$ cat src/rtl/ee_wp_pkg.sv
// Shared command codes and status bit positions for the write-guard block.
package ee_wp_pkg;
    typedef enum logic [2:0] {
        CMD_NONE    = 3'd0,
        CMD_SET_WEL = 3'd1,
        CMD_CLR_WEL = 3'd2,
        CMD_STAT_WR = 3'd3,
        CMD_ARR_WR  = 3'd4
    } cmd_e;

    localparam int STAT_BUSY  = 0;
    localparam int STAT_LATCH = 1;
    localparam int STAT_LVL0  = 2;
    localparam int STAT_LVL1  = 3;
endpackage

$ cat src/rtl/ee_prot_map.sv
// Decides whether an address falls in the region locked by the protection level.
// Assumes ADDR_W >= 2; regions are aligned quarters of the address space.
module ee_prot_map #(
    parameter int ADDR_W = 9
) (
    input  logic [1:0]        level_i,
    input  logic [ADDR_W-1:0] addr_i,
    output logic              locked_o
);
    localparam int TOP = ADDR_W - 1;

    // Compare the top address bits against the region chosen by the level.
    always_comb begin
        unique case (level_i)
            2'b00:   locked_o = 1'b0;
            2'b01:   locked_o = (addr_i[TOP -: 2] == 2'b11);
            2'b10:   locked_o = addr_i[TOP];
            default: locked_o = 1'b1;
        endcase
    end
endmodule

$ cat src/rtl/ee_busy_timer.sv
// Self-timed programming window: loads CYCLES on start and counts to zero.
// Assumes start_i is never asserted while busy_o is high and CYCLES >= 1.
module ee_busy_timer #(
    parameter int CYCLES = 20,
    parameter int CNT_W  = 5
) (
    input  logic clk,
    input  logic rst_n,
    input  logic start_i,
    output logic busy_o,
    output logic done_o
);
    logic [CNT_W-1:0] left_q;

    // Reload on start, otherwise count down while non-zero.
    always_ff @(posedge clk) begin
        if (!rst_n)              left_q <= '0;
        else if (start_i)        left_q <= CNT_W'(CYCLES);
        else if (left_q != '0)   left_q <= left_q - 1'b1;
    end

    assign busy_o = (left_q != '0);
    assign done_o = (left_q == CNT_W'(1));
endmodule

$ cat src/rtl/ee_wp_status_ctrl.sv
// Write-guard and status register for a serial EEPROM.
// Takes one decoded command per cycle from the protocol engine, keeps the
// write-enable latch and protection level, grants programming and runs the
// busy window. The protection level has no reset: it models non-volatile bits.
module ee_wp_status_ctrl #(
    parameter int         ADDR_W       = 9,
    parameter int         WRITE_CYCLES = 20,
    parameter logic [1:0] BP_INIT      = 2'b00
) (
    input  logic              clk,
    input  logic              rst_n,
    input  logic              wp_n_i,
    input  logic              cmd_valid_i,
    input  logic [2:0]        cmd_op_i,
    input  logic [7:0]        cmd_data_i,
    input  logic [ADDR_W-1:0] cmd_addr_i,
    output logic [7:0]        status_o,
    output logic              commit_go_o
);
    import ee_wp_pkg::*;

    localparam int CNT_W = $clog2(WRITE_CYCLES + 1);

    cmd_e       cmd;
    logic       busy, done, locked;
    logic       take, may_write, stat_ok, arr_ok, start;
    logic       latch_q = 1'b0;
    logic [1:0] level_q = BP_INIT;
    logic       go_q    = 1'b0;
    logic       data_unused;

    assign cmd         = cmd_e'(cmd_op_i);
    assign take        = cmd_valid_i && !busy;
    assign may_write   = wp_n_i && latch_q;
    assign stat_ok     = take && (cmd == CMD_STAT_WR) && may_write;
    assign arr_ok      = take && (cmd == CMD_ARR_WR) && may_write && !locked;
    assign start       = stat_ok || arr_ok;
    assign data_unused = ^{cmd_data_i[7:4], cmd_data_i[1:0]};

    ee_prot_map #(.ADDR_W(ADDR_W)) u_map (
        .level_i  (level_q),
        .addr_i   (cmd_addr_i),
        .locked_o (locked)
    );

    ee_busy_timer #(.CYCLES(WRITE_CYCLES), .CNT_W(CNT_W)) u_timer (
        .clk     (clk),
        .rst_n   (rst_n),
        .start_i (start),
        .busy_o  (busy),
        .done_o  (done)
    );

    // Write-enable latch: pin low and write completion win over commands.
    always_ff @(posedge clk) begin
        if (!rst_n)                                latch_q <= 1'b0;
        else if (!wp_n_i || done)                  latch_q <= 1'b0;
        else if (take && cmd == CMD_SET_WEL)       latch_q <= 1'b1;
        else if (take && cmd == CMD_CLR_WEL)       latch_q <= 1'b0;
    end

    // Protection level: loaded only by an accepted status write, kept over reset.
    always_ff @(posedge clk) begin
        if (rst_n && stat_ok) level_q <= cmd_data_i[3:2];
    end

    // One-cycle programming grant, aligned with the busy flag rising.
    always_ff @(posedge clk) begin
        if (!rst_n) go_q <= 1'b0;
        else        go_q <= start;
    end

    // Assemble the status byte.
    always_comb begin
        status_o             = '0;
        status_o[STAT_BUSY]  = busy;
        status_o[STAT_LATCH] = latch_q;
        status_o[STAT_LVL0]  = level_q[0];
        status_o[STAT_LVL1]  = level_q[1];
    end

    assign commit_go_o = go_q;
endmodule

$ cat config.mk
export PLATFORM = sky130hd
export DESIGN_NAME = ee_wp_status_ctrl
export DESIGN_NICKNAME = d
export VERILOG_FILES = /design/src/rtl/ee_wp_pkg.sv /design/src/rtl/ee_prot_map.sv /design/src/rtl/ee_busy_timer.sv /design/src/rtl/ee_wp_status_ctrl.sv
export SDC_FILE = /design/constraint.sdc
export NUM_CORES = 1
export LEC_CHECK = 0
export CAP_MARGIN = 20
export CORE_MARGIN = 8
export CORE_UTILIZATION = 36
export DETAILED_ROUTE_END_ITERATION = 8
export GPL_TIMING_DRIVEN = 0
export HOLD_SLACK_MARGIN = 0.02
export PLACE_DENSITY = 0.83
export SLEW_MARGIN = 20
export SYNTH_ARGS = -nofsm -noshare
export SYNTH_HDL_FRONTEND = slang
export SYNTH_SLANG_ARGS = --single-unit
$ cat constraint.sdc
create_clock -name clk -period 2.42 [get_ports clk]
set_clock_uncertainty 0.2 [all_clocks]
set_input_delay 0.242 -clock clk [delete_from_list [all_inputs] [get_ports clk]]
set_output_delay 0.242 -clock clk [all_outputs]
set_load 0.01 [all_outputs]
* Word-level counts from Yosys, hierarchy flattened
Index checks and enable logic that the tools add are counted.
Widths: inputs -> output; s select.
** Operators by class
- Eq/ne operators :: 8
- $add $sub $neg :: 1
- Muxes and demuxes :: 5
- Bitwise gates (word level) :: 1
- Shifts and indexed selects :: 0
- Order comparisons :: 0
- $mul :: 0
- Divide/modulo/power cells :: 0
- Reductions and logical operators :: 21
** Operators by type and width (count)
- $logic_and 1x1->1 :: 10
- $mux 5 :: 2
- $eq 3x2->1 const B :: 2
- $eq 5x1->1 const B :: 1
- $reduce_bool 5->1 :: 1
- $sub 5x1->5 const B :: 1
- $eq 2x2->1 const B :: 2
- $reduce_bool 2->1 :: 2
- $reduce_or 2->1 :: 2
- $eq 3x1->1 const B :: 1
- $eq 3x3->1 const B :: 1
- $logic_not 1->1 :: 3
- $pmux 1 s3 :: 1
- $eq 2x1->1 const B :: 1
- $logic_not 2->1 :: 1
- $logic_or 1x1->1 :: 2
- $mux 1 :: 2
- $not 1->1 :: 1
** Storage, ports and cells
- Memories kept :: 0
- Bits in latches :: 0
- ROM bits :: 0
- Output and inout bits :: 9
- Flip-flop bits (word level) :: 9
- RAM bits :: 0
- Logic and storage cells :: 41

* Logic depth before layout (Yosys ltp)
- Word-level depth :: 8
- Gate-level depth with buffers :: 6
- Gate-level depth less buffers :: 6

* Modules after synthesis
Synthesis repeated with hierarchy kept, for this count alone.
** Unflattened totals
- Cell total of the unflattened synthesis :: 57
- Area, all modules :: 541.8 sq um
** By module, submodules not included
- ee_busy_timer :: sequential area each 100.1 sq um, times used 1, cells an instance 28, area an instance 270.3 sq um
- ee_wp_status_ctrl :: sequential area each 100.1 sq um, times used 1, cells an instance 26, area an instance 257.7 sq um
- ee_prot_map :: sequential area each 0.0 sq um, times used 1, cells an instance 3, area an instance 13.8 sq um

* Worst setup path before layout
No wires, ideal clock.
- Kind :: register -> register
- Start point :: register u_timer.left_q[0]
- End point :: register level_q[0], enable pin
- Path buffers :: 0
- Cell stages (with the launch flop) :: 6
- Arrival :: 1.240 ns
- Path slack :: 0.671 ns
- Library setup time :: 0.309 ns
- Data required time :: 1.911 ns
- Path through :: dfxtp_1 inv_1 ha_1 nor4b_4 nand3_1 nor2_1
** Between the ends
- Longest elaborated chain between the ends :: 6
** Ends and longest elaborated chain
- start: declaration :: line ee_busy_timer.sv:13 : logic [CNT_W-1:0] left_q;
- start signal: assignment :: line ee_busy_timer.sv:18 : else if (start_i) left_q <= CNT_W'(CYCLES);
- start signal: assignment :: line ee_busy_timer.sv:19 : else if (left_q != '0) left_q <= left_q - 1'b1;
- $reduce_bool 5->1 :: line ee_busy_timer.sv:22 : assign busy_o = (left_q != '0);
- $logic_not 1->1 :: line ee_wp_status_ctrl.sv:33 : assign take = cmd_valid_i && !busy;
- $logic_and 1x1->1 :: line ee_wp_status_ctrl.sv:33
- $logic_and 1x1->1 (2 in a row) :: line ee_wp_status_ctrl.sv:35 : assign stat_ok = take && (cmd == CMD_STAT_WR) && may_write;
- $logic_and 1x1->1 :: line ee_wp_status_ctrl.sv:64 : if (rst_n && stat_ok) level_q <= cmd_data_i[3:2];
- end signal: assignment :: line ee_wp_status_ctrl.sv:64
- end: declaration :: line ee_wp_status_ctrl.sv:28 : logic [1:0] level_q = BP_INIT;
No other way between the ends.
A chain may end at the register's enable or synchronous reset.

* Worst setup path after layout
- Start point :: register u_timer.left_q[1]
- End point :: output status_o[0]
** Between the ends
- Longest elaborated chain between the ends :: 1
** Ends and longest elaborated chain
- $reduce_bool 5->1 :: line ee_busy_timer.sv:22
- end: declaration :: line ee_wp_status_ctrl.sv:17 : output logic [7:0] status_o,
No other way between the ends.

==> run metrics <==
status finished clean; # setup viols final 0; flops & latches, synth 9; drt first pass iters 4; commonest cells in the netlist dfxtp_1 (7), buf_4 (6), inv_1 (6); top-area cell type share of the netlist area 0.246; clock sink total 9; Worst-Skew Late Latency between 0.2 and 0.3 ns; dpl hpwl 1.07 mm; worst vdd ir roughly 0.62 mV; chip width around 56 um; Die ar. 0.00311 mm^2; Area after DPL 742 um^2; fmax between 0.4 and 0.5 GHz; crit path DAT between 1.5 and 2 ns; R2R Setup Slk 0.46 ns; RSZ-0062 raised after global routing no; Hold-fix buffers, CTS 0; total power between 700 and 800 uW; initial antenna violation count 0; Setup crit end kind primary output; cell area after synthesis approximately 570 um^2; DR iter-0 viols 14; min-delay worst type in2reg; fin util 0.529; setup ws final around 0.11 ns; CTS max path bufs 2; routed vias/inst approximately 5; pwr dens about 1000 mW/mm^2; startpoint types register; GRT Total Usage 0.0845; post-route non-filler standard cell count 101; MaxCap Viol Count 0; area of the core ~0.0015 mm^2; most frequent cell after synthesis dfxtp_1; Leakage approximately 0.34 nW; share of layout cells above drive strength 1 0.271; Syn Area/Cell 9.20 um^2; ys async rst share 0; Post-synth EDFFs 2; CTS H-Tree Depth 1; Fin. Hold Viols 0; FF/Latch Area approximately 200 um^2; largest net degree at the start of global routing 10; first-pass GRT wire length between 2 and 2.5 mm; Place WS 0.127 ns; sequential-to-total area share from yosys stat 0.351; area delta synth->final 37.9%; largest fanout on the critical path 4; Total Wirelength approximately 1.3 mm; number of synthesis warnings 0; dpl cells 95; dominant cells by area after synthesis dfxtp_1 (25%), edfxtp_1 (11%), buf_4 (7.9%); final setup TNS 0 ns; Post-Synthesis Cells 62; WL/cell ~13 um; minimum clock period around 2.3 ns; I/O Buffers 14; Synth cell types 30; # rows 14; post-route cell area 787 um^2; CTS tree done; fillers 127; total gr overflow 0; Most used DFF post-synth dfxtp_1; Hold Slack 0.0783 ns; clock root cell clkbuf_4; Synth area leader dfxtp_1; number of CTS-inserted buffers 3; die extent in y ~56 um; Multi-input gate area between 300 and 400 um^2; clock slew at reported path FFs roughly 0.070 ns; Ant. Diodes 0; vias 507; Detail Route Antenna Nets 0; vias in the first global route about 480; Final Cycle Share 0.955; Initial Util 0.383; crit path kind reg2out; Nets roughly 110; Final GP Congestion between 0.7 and 0.8; I/O Pins 33; Pins Over Slew Limit 0; worst path required time roughly 2.0 ns; DRC Markers 0
-- final timing paths --
kind,from,to,cells past startpoint
setup / recovery,u_timer.left_q[1],status_o[0],6
hold / removal,rst_n,u_timer.left_q[4],2
setup reg to reg,u_timer.left_q[1],level_q[1],7
hold reg to reg,u_timer.left_q[0],u_timer.left_q[0],2
-- per-layer routing --
layer,vias to the layer above,share of wire,global-route usage
met1,233,0.39,0.0871
met4,0,0.030,0.0619
met2,11,0.53,0.143
met5,-,0,0
li1,259,-,-
met3,4,0.056,0.0228
-- timing repair --
item                       4_1_cts  5_1_grt
setup endpoints to repair        1        1
hold endpoints to repair         0        0
pin swaps                        0        0
resized for setup                0        2
buffers inserted                 1        1
-- where the power goes --
group          switching (mW)  internal, mW
logic                   0.182         0.231
clock network          0.0594        0.0610
registers              0.0485         0.191
-- placed cells by master, fill, tap and decap left out --
cell type,synthesis,routed
and4_2,1,1
a21oi_2,1,1
nor2_1,5,5
xor2_1,1,1
a2bb2oi_1,1,1
a211oi_1,1,1
or3_2,1,1
nor4b_4,1,1
a311oi_2,1,1
inv_1,6,5
buf_4,6,8
inv_2,0,1
clkdlybuf4s50_1,0,14
dfxtp_1,7,7
a31oi_1,3,3
a21o_1,1,1
nor2b_1,1,1
clkinv_2,0,1
clkbuf_4,1,4
mux2_2,1,1
and4b_1,1,1
nand4_1,2,2
a31o_2,1,1
and2b_2,1,1
ha_2,0,1
nand3_1,3,3
a21oi_1,3,3
o211ai_1,1,1
edfxtp_1,2,2
nand2_1,3,3
o21ai_0,1,1
ha_1,3,2
conb_1,1,4
a21boi_0,1,1
-- flip-flops by register name, summed over array words and instances, names as in the netlist --
register        cells
u_timer.left_q      5
level_q             2
commit_go_o         1
latch_q             1
-- cells by family (layout without fill, tap and decap cells) --
family,count (synthesis),count (layout),share of synthesized area
AOI/OAI and AO/OA,15,15,0.193
and+or+nand+nor,19,19,0.217
buffers and inverters,13,33,0.132
xor gates and xnor gates,1,1,0.0154
muxes,1,1,0.0197
DFF,9,9,0.351
other,1,4,0.00657
adders and majority gates,3,3,0.0658
-- critical path, cell delays in order (launching register included) --
cell and delay (ns):
dfxtp_1 0.34, inv_1 0.10, ha_2 0.21, nor4b_4 0.23, inv_1 0.11, buf_4 0.14, clkdlybuf4s50_1 0.47
-- final cells by class --
cell class | instances | share of cell area
Inverter | 6 | 0.0286
Buffer | 7 | 0.0668
Clock inverter | 1 | 0.00636
Clock buffer | 3 | 0.0286
Multi-Input combinational cell | 43 | 0.393
Tap cell | 16 | 0.0254
Timing Repair Buffer | 16 | 0.197
Sequential cell | 9 | 0.254
Note: power is estimated with default switching activity, not from simulation.
